File: src/rtl/owm_pkg.sv
package owm_pkg;

  typedef enum logic [2:0] {OP_END, OP_RST, OP_WR, OP_RD, OP_WAIT} op_kind_e;
  typedef enum logic [2:0] {M_RST, M_WR, M_RD, M_TEMP, M_ROM} mode_e;

  typedef struct packed {
    op_kind_e   kind;
    logic [7:0] data;
    logic [7:0] last;
  } step_t;

  localparam logic [7:0] BYTE_SKIP = 8'hCC;
  localparam logic [7:0] BYTE_CONV = 8'h44;
  localparam logic [7:0] BYTE_SCRP = 8'hBE;
  localparam logic [7:0] BYTE_ROM  = 8'h33;

  function automatic step_t mk(op_kind_e k, logic [7:0] d, logic [7:0] l);
    step_t s;
    s.kind = k;
    s.data = d;
    s.last = l;
    return s;
  endfunction

  // Step list of each run mode; raw modes use the software byte and length.
  function automatic step_t step_at(mode_e m, logic [3:0] idx,
                                    logic [7:0] rb, logic [7:0] rl);
    step_t s;
    s = mk(OP_END, 8'h00, 8'h00);
    case (m)
      M_RST:  if (idx == 4'd0) s = mk(OP_RST, 8'h00, 8'h00);
      M_WR:   if (idx == 4'd0) s = mk(OP_WR, rb, rl);
      M_RD:   if (idx == 4'd0) s = mk(OP_RD, 8'h00, rl);
      M_ROM: begin
        case (idx)
          4'd0: s = mk(OP_RST, 8'h00, 8'h00);
          4'd1: s = mk(OP_WR, BYTE_ROM, 8'd7);
          4'd2: s = mk(OP_RD, 8'h00, 8'd63);
          default: ;
        endcase
      end
      M_TEMP: begin
        case (idx)
          4'd0: s = mk(OP_RST, 8'h00, 8'h00);
          4'd1: s = mk(OP_WR, BYTE_SKIP, 8'd7);
          4'd2: s = mk(OP_WR, BYTE_CONV, 8'd7);
          4'd3: s = mk(OP_WAIT, 8'h00, 8'h00);
          4'd4: s = mk(OP_RST, 8'h00, 8'h00);
          4'd5: s = mk(OP_WR, BYTE_SKIP, 8'd7);
          4'd6: s = mk(OP_WR, BYTE_SCRP, 8'd7);
          4'd7: s = mk(OP_RD, 8'h00, 8'd71);
          default: ;
        endcase
      end
      default: ;
    endcase
    return s;
  endfunction

endpackage

File: src/rtl/owm_us_tick.sv
module owm_us_tick #(
  parameter int CLK_PER_US = 125
) (
  input  logic clk,
  input  logic rst_n,
  input  logic clr,
  output logic tick
);
  localparam int CW = (CLK_PER_US > 1) ? $clog2(CLK_PER_US) : 1;
  localparam logic [CW-1:0] LAST = CW'(CLK_PER_US - 1);

  logic [CW-1:0] cnt_q, cnt_d;

  assign tick = (cnt_q == LAST);

  always_comb begin
    cnt_d = cnt_q + 1'b1;
    if (clr || tick) cnt_d = '0;
  end

  always_ff @(posedge clk or negedge rst_n) begin
    if (!rst_n) cnt_q <= '0;
    else        cnt_q <= cnt_d;
  end
endmodule

File: src/rtl/owm_slot_engine.sv
module owm_slot_engine #(
  parameter int RST_LOW_US = 480,
  parameter int RST_REL_US = 410,
  parameter int SLOT_US    = 60,
  parameter int W1_LOW_US  = 6,
  parameter int W0_LOW_US  = 58,
  parameter int SAMPLE_US  = 15
) (
  input  logic clk,
  input  logic rst_n,
  input  logic us_tick,
  input  logic go,
  input  logic go_rst,
  input  logic go_bit,
  input  logic line_in,
  output logic drive_low,
  output logic done,
  output logic rx_bit
);
  localparam int TW = $clog2(RST_LOW_US + RST_REL_US + 1);
  localparam logic [TW-1:0] L_RST   = TW'(RST_LOW_US);
  localparam logic [TW-1:0] E_RST   = TW'(RST_LOW_US + RST_REL_US - 1);
  localparam logic [TW-1:0] L_ONE   = TW'(W1_LOW_US);
  localparam logic [TW-1:0] L_ZERO  = TW'(W0_LOW_US);
  localparam logic [TW-1:0] E_SLOT  = TW'(SLOT_US - 1);
  localparam logic [TW-1:0] SMP_M1  = TW'(SAMPLE_US - 1);

  logic          act_q, act_d;
  logic          rst_q, rst_d;
  logic          bit_q, bit_d;
  logic [TW-1:0] cnt_q, cnt_d;
  logic          rx_q, rx_d;
  logic          done_q, done_d;
  logic [TW-1:0] low_len, end_at;

  assign low_len   = rst_q ? L_RST : (bit_q ? L_ONE : L_ZERO);
  assign end_at    = rst_q ? E_RST : E_SLOT;
  assign drive_low = act_q && (cnt_q < low_len);
  assign done      = done_q;
  assign rx_bit    = rx_q;

  always_comb begin
    act_d  = act_q;
    rst_d  = rst_q;
    bit_d  = bit_q;
    cnt_d  = cnt_q;
    rx_d   = rx_q;
    done_d = 1'b0;
    if (go) begin
      act_d = 1'b1;
      rst_d = go_rst;
      bit_d = go_bit;
      cnt_d = '0;
    end else if (act_q && us_tick) begin
      cnt_d = cnt_q + 1'b1;
      if (!rst_q && cnt_q == SMP_M1) rx_d = line_in;
      if (cnt_q == end_at) begin
        act_d  = 1'b0;
        done_d = 1'b1;
      end
    end
  end

  always_ff @(posedge clk or negedge rst_n) begin
    if (!rst_n) begin
      act_q  <= 1'b0;
      rst_q  <= 1'b0;
      bit_q  <= 1'b0;
      cnt_q  <= '0;
      rx_q   <= 1'b0;
      done_q <= 1'b0;
    end else begin
      act_q  <= act_d;
      rst_q  <= rst_d;
      bit_q  <= bit_d;
      cnt_q  <= cnt_d;
      rx_q   <= rx_d;
      done_q <= done_d;
    end
  end

  // A new slot never starts on top of a running one.
  p_no_overlap_r3: assert property (@(posedge clk) disable iff (!rst_n)
    go |-> !act_q);
endmodule

File: src/rtl/owm_sequencer.sv
module owm_sequencer
  import owm_pkg::*;
#(
  parameter int CONV_US = 750000
) (
  input  logic       clk,
  input  logic       rst_n,
  input  logic       start,
  input  mode_e      start_mode,
  input  logic [7:0] raw_byte,
  input  logic [7:0] raw_last,
  input  logic       us_tick,
  input  logic       slot_done,
  input  logic       slot_rx,
  output logic       busy,
  output logic       fin,
  output mode_e      run_mode,
  output logic       slot_go,
  output logic       slot_rst,
  output logic       slot_bit,
  output logic       tick_clr,
  output logic       rd_clr,
  output logic       rd_we,
  output logic [7:0] rd_idx,
  output logic       rd_bit
);
  localparam int WCW = $clog2(CONV_US + 1);
  localparam logic [WCW-1:0] WAIT_M1 = WCW'(CONV_US - 1);

  typedef enum logic [2:0] {S_IDLE, S_FETCH, S_ISSUE, S_SLOT, S_PAUSE} st_e;

  st_e            st_q, st_d;
  mode_e          mode_q, mode_d;
  logic [3:0]     step_q, step_d;
  op_kind_e       kind_q, kind_d;
  logic [7:0]     last_q, last_d;
  logic [7:0]     bitn_q, bitn_d;
  logic [7:0]     sh_q, sh_d;
  logic [WCW-1:0] wcnt_q, wcnt_d;
  step_t          cur;

  assign cur      = step_at(mode_q, step_q, raw_byte, raw_last);
  assign busy     = (st_q != S_IDLE);
  assign run_mode = mode_q;
  assign slot_rst = (kind_q == OP_RST);
  assign slot_bit = (kind_q == OP_RD) ? 1'b1 : sh_q[0];
  assign rd_idx   = bitn_q;
  assign rd_bit   = slot_rx;

  always_comb begin
    st_d     = st_q;
    mode_d   = mode_q;
    step_d   = step_q;
    kind_d   = kind_q;
    last_d   = last_q;
    bitn_d   = bitn_q;
    sh_d     = sh_q;
    wcnt_d   = wcnt_q;
    fin      = 1'b0;
    slot_go  = 1'b0;
    tick_clr = 1'b0;
    rd_clr   = 1'b0;
    rd_we    = 1'b0;
    case (st_q)
      S_IDLE: if (start) begin
        mode_d = start_mode;
        step_d = '0;
        st_d   = S_FETCH;
      end
      S_FETCH: begin
        kind_d = cur.kind;
        last_d = cur.last;
        sh_d   = cur.data;
        bitn_d = '0;
        case (cur.kind)
          OP_END: begin
            fin  = 1'b1;
            st_d = S_IDLE;
          end
          OP_WAIT: begin
            wcnt_d   = '0;
            tick_clr = 1'b1;
            st_d     = S_PAUSE;
          end
          OP_RD: begin
            rd_clr = 1'b1;
            st_d   = S_ISSUE;
          end
          default: st_d = S_ISSUE;
        endcase
      end
      S_ISSUE: begin
        slot_go  = 1'b1;
        tick_clr = 1'b1;
        st_d     = S_SLOT;
      end
      S_SLOT: if (slot_done) begin
        rd_we  = (kind_q == OP_RD);
        sh_d   = {1'b0, sh_q[7:1]};
        bitn_d = bitn_q + 1'b1;
        if (bitn_q == last_q) begin
          step_d = step_q + 1'b1;
          st_d   = S_FETCH;
        end else begin
          st_d = S_ISSUE;
        end
      end
      S_PAUSE: if (us_tick) begin
        wcnt_d = wcnt_q + 1'b1;
        if (wcnt_q == WAIT_M1) begin
          step_d = step_q + 1'b1;
          st_d   = S_FETCH;
        end
      end
      default: st_d = S_IDLE;
    endcase
  end

  always_ff @(posedge clk or negedge rst_n) begin
    if (!rst_n) begin
      st_q   <= S_IDLE;
      mode_q <= M_RST;
      step_q <= '0;
      kind_q <= OP_END;
      last_q <= '0;
      bitn_q <= '0;
      sh_q   <= '0;
      wcnt_q <= '0;
    end else begin
      st_q   <= st_d;
      mode_q <= mode_d;
      step_q <= step_d;
      kind_q <= kind_d;
      last_q <= last_d;
      bitn_q <= bitn_d;
      sh_q   <= sh_d;
      wcnt_q <= wcnt_d;
    end
  end

  // The slot engine only reports completion of a slot this FSM waits on.
  p_slot_handshake_r5: assert property (@(posedge clk) disable iff (!rst_n)
    slot_done |-> (st_q == S_SLOT));
endmodule

File: src/rtl/onewire_xact_ctrl.sv
module onewire_xact_ctrl
  import owm_pkg::*;
#(
  parameter int NUM_DEV    = 4,
  parameter int RD_REGS    = 5,
  parameter int CLK_PER_US = 125,
  parameter int CONV_US    = 750000,
  parameter int RST_LOW_US = 480,
  parameter int RST_REL_US = 410,
  parameter int SLOT_US    = 60,
  parameter int W1_LOW_US  = 6,
  parameter int W0_LOW_US  = 58,
  parameter int SAMPLE_US  = 15
) (
  input  logic               clk,
  input  logic               rst_n,
  input  logic               reg_wr,
  input  logic [2:0]         reg_addr,
  input  logic [15:0]        reg_wdata,
  output logic [15:0]        reg_rdata,
  output logic [NUM_DEV-1:0] ow_drive_low,
  input  logic [NUM_DEV-1:0] ow_sense
);
  localparam int RD_BITS = RD_REGS * 16;
  localparam int RIW     = $clog2(RD_BITS);

  logic [NUM_DEV-1:0] sel_q, sel_d;
  logic [7:0]         last_q, last_d;
  logic [7:0]         byte_q, byte_d;
  logic               tdone_q, tdone_d, rdone_q, rdone_d;
  logic [RD_BITS-1:0] rbuf_q, rbuf_d;
  logic [1:0]         sync_q;

  logic       busy, fin, start, wr_ctrl, wr_cmd;
  mode_e      start_mode, run_mode;
  logic       us_tick, tick_clr, slot_go, slot_rst, slot_bit, slot_done, slot_rx;
  logic       drive, rd_clr, rd_we, rd_bit;
  logic [7:0] rd_idx;

  assign wr_ctrl = reg_wr && (reg_addr == 3'd0) && !busy;
  assign wr_cmd  = reg_wr && (reg_addr == 3'd1) && !busy;

  // Request decode with fixed priority: reset, write, read, temperature, ROM.
  always_comb begin
    start      = 1'b1;
    start_mode = M_RST;
    if      (wr_ctrl && reg_wdata[6]) start_mode = M_RST;
    else if (wr_ctrl && reg_wdata[4]) start_mode = M_WR;
    else if (wr_ctrl && reg_wdata[5]) start_mode = M_RD;
    else if (wr_cmd  && reg_wdata[8]) start_mode = M_TEMP;
    else if (wr_cmd  && reg_wdata[9]) start_mode = M_ROM;
    else                              start      = 1'b0;
  end

  always_comb begin
    sel_d   = sel_q;
    last_d  = last_q;
    byte_d  = byte_q;
    tdone_d = tdone_q;
    rdone_d = rdone_q;
    rbuf_d  = rbuf_q;
    if (wr_ctrl) begin
      sel_d  = reg_wdata[NUM_DEV-1:0];
      last_d = reg_wdata[15:8];
    end
    if (wr_cmd) byte_d = reg_wdata[7:0];
    if (start && start_mode == M_TEMP) tdone_d = 1'b0;
    if (start && start_mode == M_ROM)  rdone_d = 1'b0;
    if (fin && run_mode == M_TEMP) tdone_d = 1'b1;
    if (fin && run_mode == M_ROM)  rdone_d = 1'b1;
    if (rd_clr) rbuf_d = '0;
    if (rd_we && (rd_idx < 8'(RD_BITS))) rbuf_d[rd_idx[RIW-1:0]] = rd_bit;
  end

  always_ff @(posedge clk or negedge rst_n) begin
    if (!rst_n) begin
      sel_q   <= '0;
      last_q  <= '0;
      byte_q  <= '0;
      tdone_q <= 1'b0;
      rdone_q <= 1'b0;
      rbuf_q  <= '0;
      sync_q  <= 2'b11;
    end else begin
      sel_q   <= sel_d;
      last_q  <= last_d;
      byte_q  <= byte_d;
      tdone_q <= tdone_d;
      rdone_q <= rdone_d;
      rbuf_q  <= rbuf_d;
      sync_q  <= {sync_q[0], &(ow_sense | ~sel_q)};
    end
  end

  always_comb begin
    reg_rdata = '0;
    case (reg_addr)
      3'd0: begin
        reg_rdata[15:8]        = last_q;
        reg_rdata[7]           = busy;
        reg_rdata[NUM_DEV-1:0] = sel_q;
      end
      3'd1: reg_rdata = {6'b0, rdone_q, tdone_q, byte_q};
      default: begin
        for (int k = 0; k < RD_REGS; k++)
          if (reg_addr == 3'(k + 2)) reg_rdata = rbuf_q[k*16 +: 16];
      end
    endcase
  end

  for (genvar g = 0; g < NUM_DEV; g++) begin : g_pin
    assign ow_drive_low[g] = drive && sel_q[g];
  end

  owm_us_tick #(.CLK_PER_US(CLK_PER_US)) u_tick (
    .clk(clk), .rst_n(rst_n), .clr(tick_clr), .tick(us_tick)
  );

  owm_sequencer #(.CONV_US(CONV_US)) u_seq (
    .clk(clk), .rst_n(rst_n), .start(start), .start_mode(start_mode),
    .raw_byte(byte_q), .raw_last(last_q), .us_tick(us_tick),
    .slot_done(slot_done), .slot_rx(slot_rx), .busy(busy), .fin(fin),
    .run_mode(run_mode), .slot_go(slot_go), .slot_rst(slot_rst),
    .slot_bit(slot_bit), .tick_clr(tick_clr), .rd_clr(rd_clr),
    .rd_we(rd_we), .rd_idx(rd_idx), .rd_bit(rd_bit)
  );

  owm_slot_engine #(
    .RST_LOW_US(RST_LOW_US), .RST_REL_US(RST_REL_US), .SLOT_US(SLOT_US),
    .W1_LOW_US(W1_LOW_US), .W0_LOW_US(W0_LOW_US), .SAMPLE_US(SAMPLE_US)
  ) u_slot (
    .clk(clk), .rst_n(rst_n), .us_tick(us_tick), .go(slot_go),
    .go_rst(slot_rst), .go_bit(slot_bit), .line_in(sync_q[1]),
    .drive_low(drive), .done(slot_done), .rx_bit(slot_rx)
  );

  p_idle_release_r10: assert property (@(posedge clk) disable iff (!rst_n)
    !busy |-> (ow_drive_low == '0));

  p_busy_ignore_r6: assert property (@(posedge clk) disable iff (!rst_n)
    (reg_wr && reg_addr == 3'd0 && busy) |=> ($stable(last_q) && $stable(sel_q)));

  p_rbuf_quiet_r4: assert property (@(posedge clk) disable iff (!rst_n)
    (!busy && !$past(busy)) |-> $stable(rbuf_q));
endmodule

File: config.mk
export PLATFORM = sky130hd
export DESIGN_NAME = onewire_xact_ctrl
export DESIGN_NICKNAME = d
export VERILOG_FILES = /design/src/rtl/owm_pkg.sv /design/src/rtl/owm_us_tick.sv /design/src/rtl/owm_slot_engine.sv /design/src/rtl/owm_sequencer.sv /design/src/rtl/onewire_xact_ctrl.sv
export SDC_FILE = /design/constraint.sdc
export NUM_CORES = 1
export LEC_CHECK = 0
export BUFFER_PORTS_ARGS = -buffer_cell sky130_fd_sc_hd__buf_2
export CAP_MARGIN = 20
export CELL_PAD_IN_SITES_DETAIL_PLACEMENT = 2
export CELL_PAD_IN_SITES_GLOBAL_PLACEMENT = 2
export CORE_MARGIN = 4
export CORE_UTILIZATION = 24
export CTS_BUF_LIST = sky130_fd_sc_hd__clkbuf_4 sky130_fd_sc_hd__clkbuf_8 sky130_fd_sc_hd__clkbuf_16
export DETAILED_ROUTE_END_ITERATION = 10
export GPL_TIMING_DRIVEN = 0
export HOLD_SLACK_MARGIN = 0.1
export PLACE_DENSITY = 0.55
export SLEW_MARGIN = 40
export SYNTH_ARGS = -nofsm -noshare
export SYNTH_HDL_FRONTEND = slang
export SYNTH_HIERARCHICAL = 1
export SYNTH_SLANG_ARGS = --single-unit
File: constraint.sdc
create_clock -name clk -period 5.68 [get_ports clk]
set_input_delay 1.136 -clock clk [delete_from_list [all_inputs] [get_ports clk]]
set_output_delay 1.136 -clock clk [all_outputs]
set_load 0.02 [all_outputs]
==> reports/summary.log, run 1 <==
[run_status] run status finished clean
[die] overall die area 47500 um2
[setup_path] Register-to-Register Setup Slack 1.77 ns
[final_layout] layout overhead on the synthesized area 15.8%
[logic_synthesis] number of register bits inferred by synthesis 183
[power] power spent charging and discharging nets 1.22 mW
[worst_hold_path] class of the most critical hold timing path reg2reg
[global_route] antenna violations before repair 1
[place] number of instances in the placed design 1664
[setup_path] worst endpoint required time 4.54 ns
[global_route] gr ovfl total 0
[setup_path] Critical Path Sink Type output port
[power] leakage power total 5.60 nW
[die] row cnt 76
[power] IR drop worst, VDD 0.000223 V
[global_route] wire length of the first global-routing pass 58600 um
[power] internal power 2.45 mW
[final_layout] final-layout fill cell count 4861
[cts] post-CTS setup buffer count 0
[logic_synthesis] synth unique cells 79
[timing] final hold violation count 0
[place] gpl congestion 0.745
[logic_synthesis] cell area after synthesis 10600 um2
[die] I/O pins 46
[die] die height 218 um
[logic_synthesis] cell type with the highest aggregate area in the netlist sky130_fd_sc_hd__dfrtp_1
[global_route] all-layer global routing usage 0.163
[setup_path] Buf/Inv on CP 4
[setup_path] maximum net fanout on the critical path 10
[setup_path] top cell family by delay on the critical path buffers and inverters
[final_layout] fraction of layout instances using a drive strength above 1 0.219
[setup_path] kind of critical path in2out
[power] register share of total power 0.430
[logic_synthesis] post-synthesis net count 1077
[detailed_routing] Pre-antenna DRT Iters 4
[power] clock share of power 0.350
[logic_synthesis] number of enable flip-flop cells after synthesis 0
[timing] number of setup violations in the final report 0
[detailed_routing] Routed Wire Length 37600 um
[final_layout] number of antenna cells inserted 0
[timing] headroom to the max-slew limit 0.421
[logic_synthesis] post-synthesis average cell area 10.2 um2
[logic_synthesis] proportion of netlist area held by the largest area contributor 0.428
[logic_synthesis] most instantiated flip-flop cell in the synthesis netlist sky130_fd_sc_hd__dfrtp_1
[cts] clk root buf sky130_fd_sc_hd__clkbuf_16
[die] floorplan core area 43400 um2
[logic_synthesis] number of warnings reported in the yosys synthesis log 6
[die] Die X-Extent 218 um
[cts] htree depth 4
[setup_path] largest stage delay on the critical path 0.63 ns
[setup_path] Worst Setup Start Kind input port
[detailed_routing] per-cell routed wire length 22.2 um
[final_layout] non-filler instance count after layout 1696
[cts] clock tree from TritonCTS done
[detailed_routing] Iteration-0 DRC Markers 396
[cts] Clock Tree Buf Depth 2
[final_layout] number of nets in the layout 1142
[timing] period utilisation layout 0.761
[power] relative contribution of combinational cells to total power 0.221
[detailed_routing] via count 8339
[timing] achievable frequency 231 MHz
[logic_synthesis] Post-Syn Instances 1033
[detailed_routing] number of nets with antenna violations after routing 0
[timing] final critical-path required period 4.32 ns
[timing] unrepaired setup endpoints after global routing false
[setup_path] cells traversed along the worst timing path clkbuf_1 -> buf_2 -> clkbuf_1 -> nand3_1 -> o211ai_1 -> buf_2
[cts] later-pin clock latency in the skew report 0.49 ns
[timing] Clock Skew 0.0145 ns
[global_route] vias in the first global route 9224
[cts] post-cts gate resize count 0
[cts] clock-pin slew on the worst setup and hold paths 0.07 ns
[run] maximum capacitance violations 0
[logic_synthesis] sequential cell area fraction in the yosys report 0.433
[place] pre-CTS setup slack 1.36 ns
[timing] total count of max-transition violations in the final report 0
[setup_path] Worst EP arrival 3.18 ns
[cts] number of sinks driven by the clock tree 183
[power] Pwr per Cell Area 300 nW/um2
[setup_path] cell type of the slowest stage on the worst timing path sky130_fd_sc_hd__clkbuf_1
[cts] hold-fix buffer count after cts 0
[detailed_routing] DRC violation count after routing 0
[detailed_routing] per-cell via count in the routed design 4.92
[timing] Final Worst Setup Slack 1.36 ns
[cts] clock buffers created by TritonCTS 17
[place] Detailed Place HPWL 27500 um
[timing] slew at the pin with the worst max-slew slack 0.866 ns
[global_route] largest net degree at the start of global routing 56
[die] effective utilization at floorplan 0.244
[logic_synthesis] most repeated cell in the gate-level netlist after synthesis sky130_fd_sc_hd__dfrtp_1
[logic_synthesis] synth top area cells sky130_fd_sc_hd__dfrtp_1 (43%), sky130_fd_sc_hd__mux2_2 (10%), sky130_fd_sc_hd__nor2b_1 (5.0%)
[logic_synthesis] ranking of synthesized cells by instance count sky130_fd_sc_hd__dfrtp_1 (181), sky130_fd_sc_hd__mux2_2 (95), sky130_fd_sc_hd__nor2b_1 (84)
[place] count of buffers from port buffering 43
[logic_synthesis] fraction of synthesis flops using an asynchronous set or reset pin 1.00
[power] Switching Fraction 0.333
==> cell type report <==
type / count / area [um2] / area share
inverters: 27 / 101 / 0.00828
plain buffers: 78 / 372 / 0.0303
repair buffers: 46 / 308 / 0.0251
multi-input cells: 745 / 5540 / 0.453
clock buffers: 19 / 453 / 0.0370
clock inverters: 13 / 153 / 0.0125
well taps: 585 / 732 / 0.0598
flip-flops and latches: 183 / 4580 / 0.374
==> power groups by stage <==
stage	combinational, mW	sequential [mW]	clock [mW]
6_report	0.810	1.58	1.28
3_5_place_dp	0.821	1.61	0
2_1_floorplan	0.545	1.53	0
4_1_cts	0.826	1.59	1.33
3_3_place_gp	0.798	1.61	0
5_1_grt	0.906	1.60	1.38
==> cells by family (layout without fill, tap and decap cells) <==
kind of cell / count (synthesis) / count (layout) / share of synthesized area
xor gates and xnor gates: 42 / 42 / 0.0348
and+or+nand+nor: 415 / 415 / 0.224
DFF: 183 / 183 / 0.433
muxes: 135 / 135 / 0.149
AOI/OAI and AO/OA: 135 / 135 / 0.0929
adders and majority gates: 18 / 18 / 0.0213
buffers and inverters: 105 / 183 / 0.0447
==> registers in the layout (all words and copies together), names as in the netlist, 7 cells and up <==
| signal | flops |
|---|---|
| rbuf_q | 80 |
| u_seq/wcnt_q | 20 |
| u_slot/cnt_q | 10 |
| byte_q | 8 |
| last_q | 8 |
| u_seq/last_q | 8 |
| u_seq/rd_idx | 8 |
| u_seq/sh_q | 8 |
| u_tick/cnt_q | 7 |
==> path summary, 6_finish.rpt <==
kind                                   end  depth (start not counted)            start
min                              sync_q[1]                          0        sync_q[0]
min reg2reg                      sync_q[1]                          0        sync_q[0]
min in group asynchronous  u_tick/cnt_q[3]                          1            rst_n
max reg2reg                     rbuf_q[49]                         11  u_seq/step_q[0]
max                           reg_rdata[4]                          6      reg_addr[2]
max in group asynchronous       rbuf_q[75]                          3            rst_n
==> per-stage QoR <==
step	hold WS [ns]	cell area (um2)	total power, mW	setup TNS (ns)	utilization
finish	0.358	12200	3.67	0	0.282
global route	0.365	12200	3.89	0	0.282
CTS	0.360	12200	3.75	0	0.282
detailed placement	0.349	11600	2.43	0	0.268
global placement	0.348	11500	2.41	-14.23	0.266
floorplan	0.345	10600	2.07	0	-
==> per-layer routing <==
layer | routed length [um] | vias up | global-route usage
met5 | 0 | - | 0
met4 | 473 | 0 | 0.0356
met3 | 1240 | 27 | 0.0365
met2 | 17400 | 105 | 0.257
met1 | 18500 | 4376 | 0.231
li1 | - | 3831 | -
==> layout by cell type, fill, tap and decap left out, types with 7 or more instances in the layout <==
cell type and instances:
sky130_fd_sc_hd__mux2i_1 22, sky130_fd_sc_hd__nand2b_1 8, sky130_fd_sc_hd__nand2_1 56, sky130_fd_sc_hd__o21ai_0 30, sky130_fd_sc_hd__a2bb2oi_1 16, sky130_fd_sc_hd__o21a_1 7, sky130_fd_sc_hd__ha_1 18, sky130_fd_sc_hd__buf_2 69
sky130_fd_sc_hd__dfrtp_1 181, sky130_fd_sc_hd__nand4_1 38, sky130_fd_sc_hd__and3_1 7, sky130_fd_sc_hd__mux4_2 7, sky130_fd_sc_hd__and2_1 7, sky130_fd_sc_hd__inv_1 27, sky130_fd_sc_hd__mux2_2 95, sky130_fd_sc_hd__a21oi_1 23
sky130_fd_sc_hd__nand3_1 78, sky130_fd_sc_hd__nor2b_1 84, sky130_fd_sc_hd__clkbuf_1 41, sky130_fd_sc_hd__nor3_1 10, sky130_fd_sc_hd__clkbuf_16 17, sky130_fd_sc_hd__xor2_1 24, sky130_fd_sc_hd__xnor2_1 18, sky130_fd_sc_hd__mux2_1 11
sky130_fd_sc_hd__nor2_1 70
No activity file was read; power rests on OpenSTA's default activity.
==> run 2: changes to the inputs <==
Settings changed: ABC_AREA set to 1, PLACE_DENSITY 0.55 to 0.63.
Clock period 5.68 ns to 3.47 ns, I/O delays scaled along.
==> run 2 against run 1 <==
Hold slack gained 0.0038 ns. Sequential share of layout area decreased by 1.5 points. Sequential power up 35%. Global-route usage grew 1.8 points. Core utilization is 0.11 points lower. Register-to-register slack got worse by 1.4 ns. Critical endpoint is now reg_rdata[8]. Largest cell class unchanged. Highest routed layer unchanged.
==> reports/summary.log, run 2 <==
[run_status] run status finished clean
[setup_path] Worst EP arrival 2.58 ns
[global_route] all-layer global routing usage 0.181
[final_layout] number of antenna cells inserted 0
[final_layout] layout overhead on the synthesized area 15.7%
[logic_synthesis] Post-Syn Instances 1617
[place] Detailed Place HPWL 33400 um
[setup_path] Buf/Inv on CP 4
[final_layout] fraction of layout instances using a drive strength above 1 0.0973
[timing] headroom to the max-slew limit 0.471
[cts] number of sinks driven by the clock tree 183
[final_layout] final instance area 12800 um2
[setup_path] most numerous cell on the critical path sky130_fd_sc_hd__buf_2
[global_route] wire length of the first global-routing pass 69300 um
[cts] later-pin clock latency in the skew report 0.50 ns
[detailed_routing] Iteration-0 DRC Markers 523
[detailed_routing] number of nets with antenna violations after routing 0
[cts] post-CTS setup buffer count 0
[logic_synthesis] number of enable flip-flop cells after synthesis 0
[logic_synthesis] synth top area cells sky130_fd_sc_hd__dfrtp_1 (41%), sky130_fd_sc_hd__nand2_1 (18%), sky130_fd_sc_hd__nand3_1 (8.1%)
[place] pre-CTS setup slack -0.0189 ns
[cts] clock-pin slew on the worst setup and hold paths 0.08 ns
[global_route] gr ovfl total 0
[detailed_routing] per-cell via count in the routed design 4.69
[die] Die X-Extent 222 um
[logic_synthesis] proportion of netlist area held by the largest area contributor 0.411
[logic_synthesis] post-synthesis net count 1661
[cts] clock buffers created by TritonCTS 17
[logic_synthesis] cell area after synthesis 11000 um2
[detailed_routing] Routed Wire Length 43700 um
[logic_synthesis] ranking of synthesized cells by instance count sky130_fd_sc_hd__nand2_1 (527), sky130_fd_sc_hd__inv_1 (203), sky130_fd_sc_hd__nor2_1 (200)
[die] effective utilization at floorplan 0.243
[die] I/O pins 46
[timing] hold slack 0.361 ns
[final_layout] number of nets in the layout 1727
[power] leakage power total 6.45 nW
[setup_path] cells traversed along the worst timing path buf_2 -> clkinv_1 -> nor3_2 -> buf_2 -> nand2_1 -> nand3_1 -> buf_2
[die] row cnt 78
[cts] Clock Tree Buf Depth 2
[logic_synthesis] number of warnings reported in the yosys synthesis log 6
[logic_synthesis] most repeated cell in the gate-level netlist after synthesis sky130_fd_sc_hd__nand2_1
[setup_path] cell type of the slowest stage on the worst timing path sky130_fd_sc_hd__nor3_2
[detailed_routing] per-cell routed wire length 19.0 um
[timing] unrepaired setup endpoints after global routing false
[setup_path] largest stage delay on the critical path 0.56 ns
[power] IR drop worst, VDD 0.000308 V
[timing] Final Worst Setup Slack 0.192 ns
[timing] number of setup violations in the final report 0
[timing] Clock Skew 0.0145 ns
[timing] achievable frequency 305 MHz
[timing] total count of max-transition violations in the final report 0
[final_layout] most frequent cells in the layout sky130_fd_sc_hd__nand2_1 (527), sky130_fd_sc_hd__inv_1 (203), sky130_fd_sc_hd__nor2_1 (198)
[setup_path] kind of critical path in2out
[setup_path] maximum net fanout on the critical path 10
[logic_synthesis] cell type with the highest aggregate area in the netlist sky130_fd_sc_hd__dfrtp_1
[setup_path] Critical Path Sink Type output port
[final_layout] Largest register FFs 80
[final_layout] register with the highest flop count rbuf_q
[logic_synthesis] fraction of synthesis flops using an asynchronous set or reset pin 1.00
[cts] clk root buf sky130_fd_sc_hd__clkbuf_16
[setup_path] Worst Setup Start Kind input port
[setup_path] top cell family by delay on the critical path buffers and inverters
[die] overall die area 49500 um2
[timing] final hold violation count 0
[place] gpl congestion 0.816
[cts] htree depth 4
[worst_hold_path] class of the most critical hold timing path reg2reg
[setup_path] worst endpoint required time 2.78 ns
[cts] clock tree from TritonCTS done
[detailed_routing] Pre-antenna DRT Iters 5
[logic_synthesis] post-synthesis average cell area 6.82 um2
[place] count of buffers from port buffering 43
[die] floorplan core area 45400 um2
[logic_synthesis] most instantiated flip-flop cell in the synthesis netlist sky130_fd_sc_hd__dfrtp_1
[logic_synthesis] synth unique cells 44
[timing] period utilisation layout 0.945
[detailed_routing] DRC violation count after routing 0
[global_route] vias in the first global route 11700
[detailed_routing] via count 10800
[power] Pwr per Cell Area 358 nW/um2
[place] cell area reported after detailed placement 12100 um2
[run] maximum capacitance violations 0
[final_layout] leading cell type in the layout, fill and taps excluded sky130_fd_sc_hd__nand2_1
[timing] Total Negative Setup Slacks 0 ns
[global_route] largest net degree at the start of global routing 68
[logic_synthesis] sequential cell area fraction in the yosys report 0.415
[die] die height 222 um
[timing] final critical-path required period 3.28 ns
[final_layout] final core utilization 0.281
[logic_synthesis] number of register bits inferred by synthesis 183
[timing] slew at the pin with the worst max-slew slack 0.790 ns
[global_route] antenna violations before repair 1
[final_layout] registers with the highest flip-flop counts rbuf_q: 80 flops, u_seq/wcnt_q: 20 flops, u_slot/cnt_q: 10 flops
## run 2: cell types whose count changed after synthesis, sizes merged, moves of 13 or more
cell / before / now
mux2: 106 / 0
a2bb2oi: 16 / 0
buf: 37 / 23
o21ai: 32 / 62
xor2: 24 / 7
inv: 27 / 215
nand3: 79 / 184
xnor2: 18 / 5
mux2i: 22 / 0
nor2: 70 / 226
nor2b: 84 / 0
nand2: 58 / 533
## run 2: final timing paths
path,startpoint,end,slack [ns],cells past startpoint
max,reg_addr[2],reg_rdata[8],0.19,7
min reg2reg,sync_q[0],sync_q[1],0.36,0
max reg2reg,u_seq/step_q[0],rbuf_q[0],0.38,13
min in group asynchronous,rst_n,u_seq/wcnt_q[8],0.62,2
max in group asynchronous,rst_n,sync_q[0],1.85,4
min,sync_q[0],sync_q[1],0.36,0
## run 2: kinds of logic after synthesis
family	after synthesis	share of synthesized area
compound gates	107	0.0513
xor+xnor	12	0.00953
fa+ha+maj	18	0.0204
buf+inv	274	0.0969
flops	183	0.415
simple gates	1023	0.407
## run 2: routing by layer
layer	track usage	vias to the layer above	wire length [um]
li1	-	5207	-
met1	0.242	5453	21100
met2	0.308	85	21200
met3	0.0255	33	743
met4	0.0487	0	694
met5	0	-	0
## run 2: repair_timing
item                                    in CTS  in global routing
hold buffers                                 1                  0
endpoints found under the setup margin       1                 69
gates resized for setup                      1                  6
hold endpoints to repair                    17                  0
## run 2: area by class of cell
type | instances | area, um2
flip-flops and latches | 183 | 4580
inverters | 221 | 832
clock buffers | 18 | 433
plain buffers | 53 | 241
clock inverters | 14 | 223
multi-input cells | 1160 | 5390
well taps | 600 | 751
fillers | 5497 | 32600
repair buffers | 47 | 318
## run 2: report_power, final
part	total, mW	switching (mW)	internal (mW)	leakage, nW
registers	2.13	0.000144	2.13	2.48
logic	0.141	0.107	0.0337	3.66
clock network	2.30	1.00	1.29	0.315
## run 2: metrics by stage
step | total power, mW | cells
after floorplan | 2.22 | 1617
after global placement | 2.30 | 2260
after detailed placement | 2.32 | 2263
after CTS | 4.66 | 2296
after global routing | 4.74 | 2296
final | 4.57 | 2296
==> run 3: changes to the inputs <==
Settings changed: CORE_MARGIN 4 to 10, PLACE_DENSITY 0.63 to 0.62, SYNTH_HIERARCHICAL 1 to not set.
==> run 3 against run 2 <==
Power increased by 1.5%. First-iteration DRC count grew 24%. Synthesized cell count fell by 11%. Flip-flop and latch count unchanged. Clock skew is 0.0025 ns lower. Largest cell class unchanged.
==> reports/summary.log, run 3 <==
[detailed_routing] Pre-antenna DRT Iters 4
[logic_synthesis] proportion of netlist area held by the largest area contributor 0.428
[logic_synthesis] number of register bits inferred by synthesis 183
[logic_synthesis] cell area after synthesis 10600 um2
[logic_synthesis] synth top area cells sky130_fd_sc_hd__dfrtp_1 (43%), sky130_fd_sc_hd__nand2_1 (14%), sky130_fd_sc_hd__nand3_1 (9.7%)
[timing] period utilisation layout 0.976
[worst_hold_path] sink of the worst hold path sync_q[1]
[final_layout] most frequent cells in the layout sky130_fd_sc_hd__nand2_1 (396), sky130_fd_sc_hd__nand3_1 (204), sky130_fd_sc_hd__dfrtp_1 (181)
[final_layout] non-filler instance count after layout 2100
[setup_path] cell type of the slowest stage on the worst timing path sky130_fd_sc_hd__o211ai_1
[logic_synthesis] most repeated cell in the gate-level netlist after synthesis sky130_fd_sc_hd__nand2_1
[place] Detailed Place HPWL 31700 um
[final_layout] final instance area 12300 um2
[logic_synthesis] number of warnings reported in the yosys synthesis log 0
[logic_synthesis] post-synthesis average cell area 7.37 um2
[setup_path] Register-to-Register Path Depth 9
[global_route] largest net degree at the start of global routing 64
[timing] final critical-path required period 3.39 ns
[setup_path] worst setup path startpoint reg_addr[2]
[final_layout] leading cell type in the layout, fill and taps excluded sky130_fd_sc_hd__nand2_1
[timing] number of setup violations in the final report 0
[power] Pwr per Cell Area 375 nW/um2
[logic_synthesis] cell type with the highest aggregate area in the netlist sky130_fd_sc_hd__dfrtp_1
[die] floorplan core area 43400 um2
[global_route] met1 Usage GRT 0.224
[worst_hold_path] beginning of the worst hold path sync_q[0]
[setup_path] Register-to-Register Setup Slack 1.06 ns
[die] Die X-Extent 230 um
[logic_synthesis] sequential cell area fraction in the yosys report 0.433
[cts] clock tree from TritonCTS done
[final_layout] number of antenna cells inserted 0
[die] effective utilization at floorplan 0.244
[timing] slew at the pin with the worst max-slew slack 0.892 ns
[cts] htree depth 4
[detailed_routing] number of nets with antenna violations after routing 0
[timing] headroom to the max-slew limit 0.405
[final_layout] registers with the highest flip-flop counts rbuf_q: 80 flops, u_seq.wcnt_q: 20 flops, u_slot.cnt_q: 10 flops
[global_route] met2 global-route usage 0.258
[detailed_routing] Iteration-0 DRC Markers 647
[cts] clock-pin slew on the worst setup and hold paths 0.08 ns
[detailed_routing] DRC violation count after routing 0
[logic_synthesis] ranking of synthesized cells by instance count sky130_fd_sc_hd__nand2_1 (396), sky130_fd_sc_hd__nand3_1 (206), sky130_fd_sc_hd__dfrtp_1 (181)
[final_layout] register with the highest flop count rbuf_q
[run] maximum capacitance violations 0
[setup_path] worst endpoint required time 2.78 ns
[global_route] layer with the highest usage met2
[setup_path] most numerous cell on the critical path sky130_fd_sc_hd__buf_2
[die] I/O pins 46
[place] cell area reported after detailed placement 11600 um2
[power] IR drop worst, VDD 0.000298 V
[die] row cnt 76
[die] die height 230 um
[detailed_routing] per-cell via count in the routed design 4.79
[final_layout] Largest register FFs 80
[setup_path] kind of critical path in2out
[timing] hold slack 0.358 ns
[place] number of instances in the placed design 2068
[setup_path] Worst EP arrival 2.69 ns
[global_route] wire length of the first global-routing pass 66600 um
[global_route] antenna violations before repair 0
[worst_hold_path] class of the most critical hold timing path reg2reg
[global_route] met3 usage in global routing 0.0297
[setup_path] top cell family by delay on the critical path buffers and inverters
[setup_path] Reg2Reg Capture Point u_slot.act_q
[setup_path] Critical Path Sink Type output port
[cts] number of sinks driven by the clock tree 183
[cts] later-pin clock latency in the skew report 0.47 ns
[place] count of buffers from port buffering 45
[cts] Clock Tree Buf Depth 2
[global_route] vias in the first global route 10800
[place] gpl congestion 0.784
[final_layout] number of nets in the layout 1547
[die] overall die area 52900 um2
[timing] Clock Skew 0.0120 ns
[logic_synthesis] synth unique cells 45
[detailed_routing] via count 10100
[timing] unrepaired setup endpoints after global routing false
[logic_synthesis] Post-Syn Instances 1435
[global_route] gr ovfl total 0
[worst_hold_path] number of cells on the worst hold path 0
[cts] clk root buf sky130_fd_sc_hd__clkbuf_16
[run_status] run status finished clean
[detailed_routing] per-cell routed wire length 20.2 um
[final_layout] final core utilization 0.285
[setup_path] maximum net fanout on the critical path 10
[setup_path] largest stage delay on the critical path 0.34 ns
[timing] total count of max-transition violations in the final report 0
[logic_synthesis] number of enable flip-flop cells after synthesis 0
[logic_synthesis] post-synthesis net count 1479
[cts] clock buffers created by TritonCTS 17
[final_layout] fraction of layout instances using a drive strength above 1 0.101
[power] leakage power total 5.99 nW
[timing] achievable frequency 295 MHz
[logic_synthesis] fraction of synthesis flops using an asynchronous set or reset pin 1.00
[final_layout] layout overhead on the synthesized area 16.7%
[setup_path] Buf/Inv on CP 5
[setup_path] Worst Setup Start Kind input port
[logic_synthesis] most instantiated flip-flop cell in the synthesis netlist sky130_fd_sc_hd__dfrtp_1
[power] Design Power 4.64 mW
[global_route] all-layer global routing usage 0.164
[setup_path] cells traversed along the worst timing path buf_2 -> inv_1 -> buf_2 -> nand3_2 -> clkbuf_2 -> o211ai_1 -> a21oi_1 -> o2111ai_1 -> buf_2
[setup_path] worst r2r src u_tick.cnt_q[0]
[detailed_routing] Routed Wire Length 42400 um
[timing] final hold violation count 0
-- run 3: timing repair --
action                                  CTS  global route
endpoints found under the setup margin    5             7
gates resized for setup                   3             2
hold buffers                              1             0
endpoints found under the hold margin     7             0
buffers inserted                          0             0
-- run 3: metrics by stage --
step	TNS (ns)	worst slack (ns)
final	0	0.0850
after global routing	0	0.00525
after CTS	0	0.00298
after detailed placement	-0.770	-0.286
after global placement	-343.64	-1.91
after floorplan	0	0.899
-- run 3: kinds of logic after synthesis --
group,share of synthesized area
buffers and inverters,0.0917
AOI/OAI and AO/OA,0.0971
and+or+nand+nor,0.342
adders and majority gates,0.0213
DFF,0.433
xor gates and xnor gates,0.0149
-- run 3: how the worst max path moves through the flow --
stage	to	slack, ns	cells after the start
final	reg_rdata[9]	0.08	9
after detailed placement	reg_rdata[6]	-0.29	9
after global placement	rbuf_q[0]	-1.91	1
after CTS	reg_rdata[9]	0.003	9
after global routing	reg_rdata[9]	0.005	8
after floorplan	reg_rdata[5]	0.90	7
-- run 3: area by class of cell --
type	count	area, um2
well taps	585	732
flip-flops and latches	183	4580
repair buffers	49	328
inverters	159	597
fillers	5150	31000
multi-input cells	1025	5050
plain buffers	68	379
clock buffers	20	460
clock inverters	11	220
-- run 3: layer usage --
metal	share of wire	vias to the layer above
met5	0	-
met4	0.016	0
met3	0.033	33
met2	0.46	118
met1	0.49	5096
li1	-	4805
-- run 3: power by group --
group,internal [mW],total [mW],switching (mW)
sequential,2.13,2.13,0.000149
clock,1.40,2.35,0.954
combinational,0.0376,0.151,0.113
total,3.57,4.64,1.07
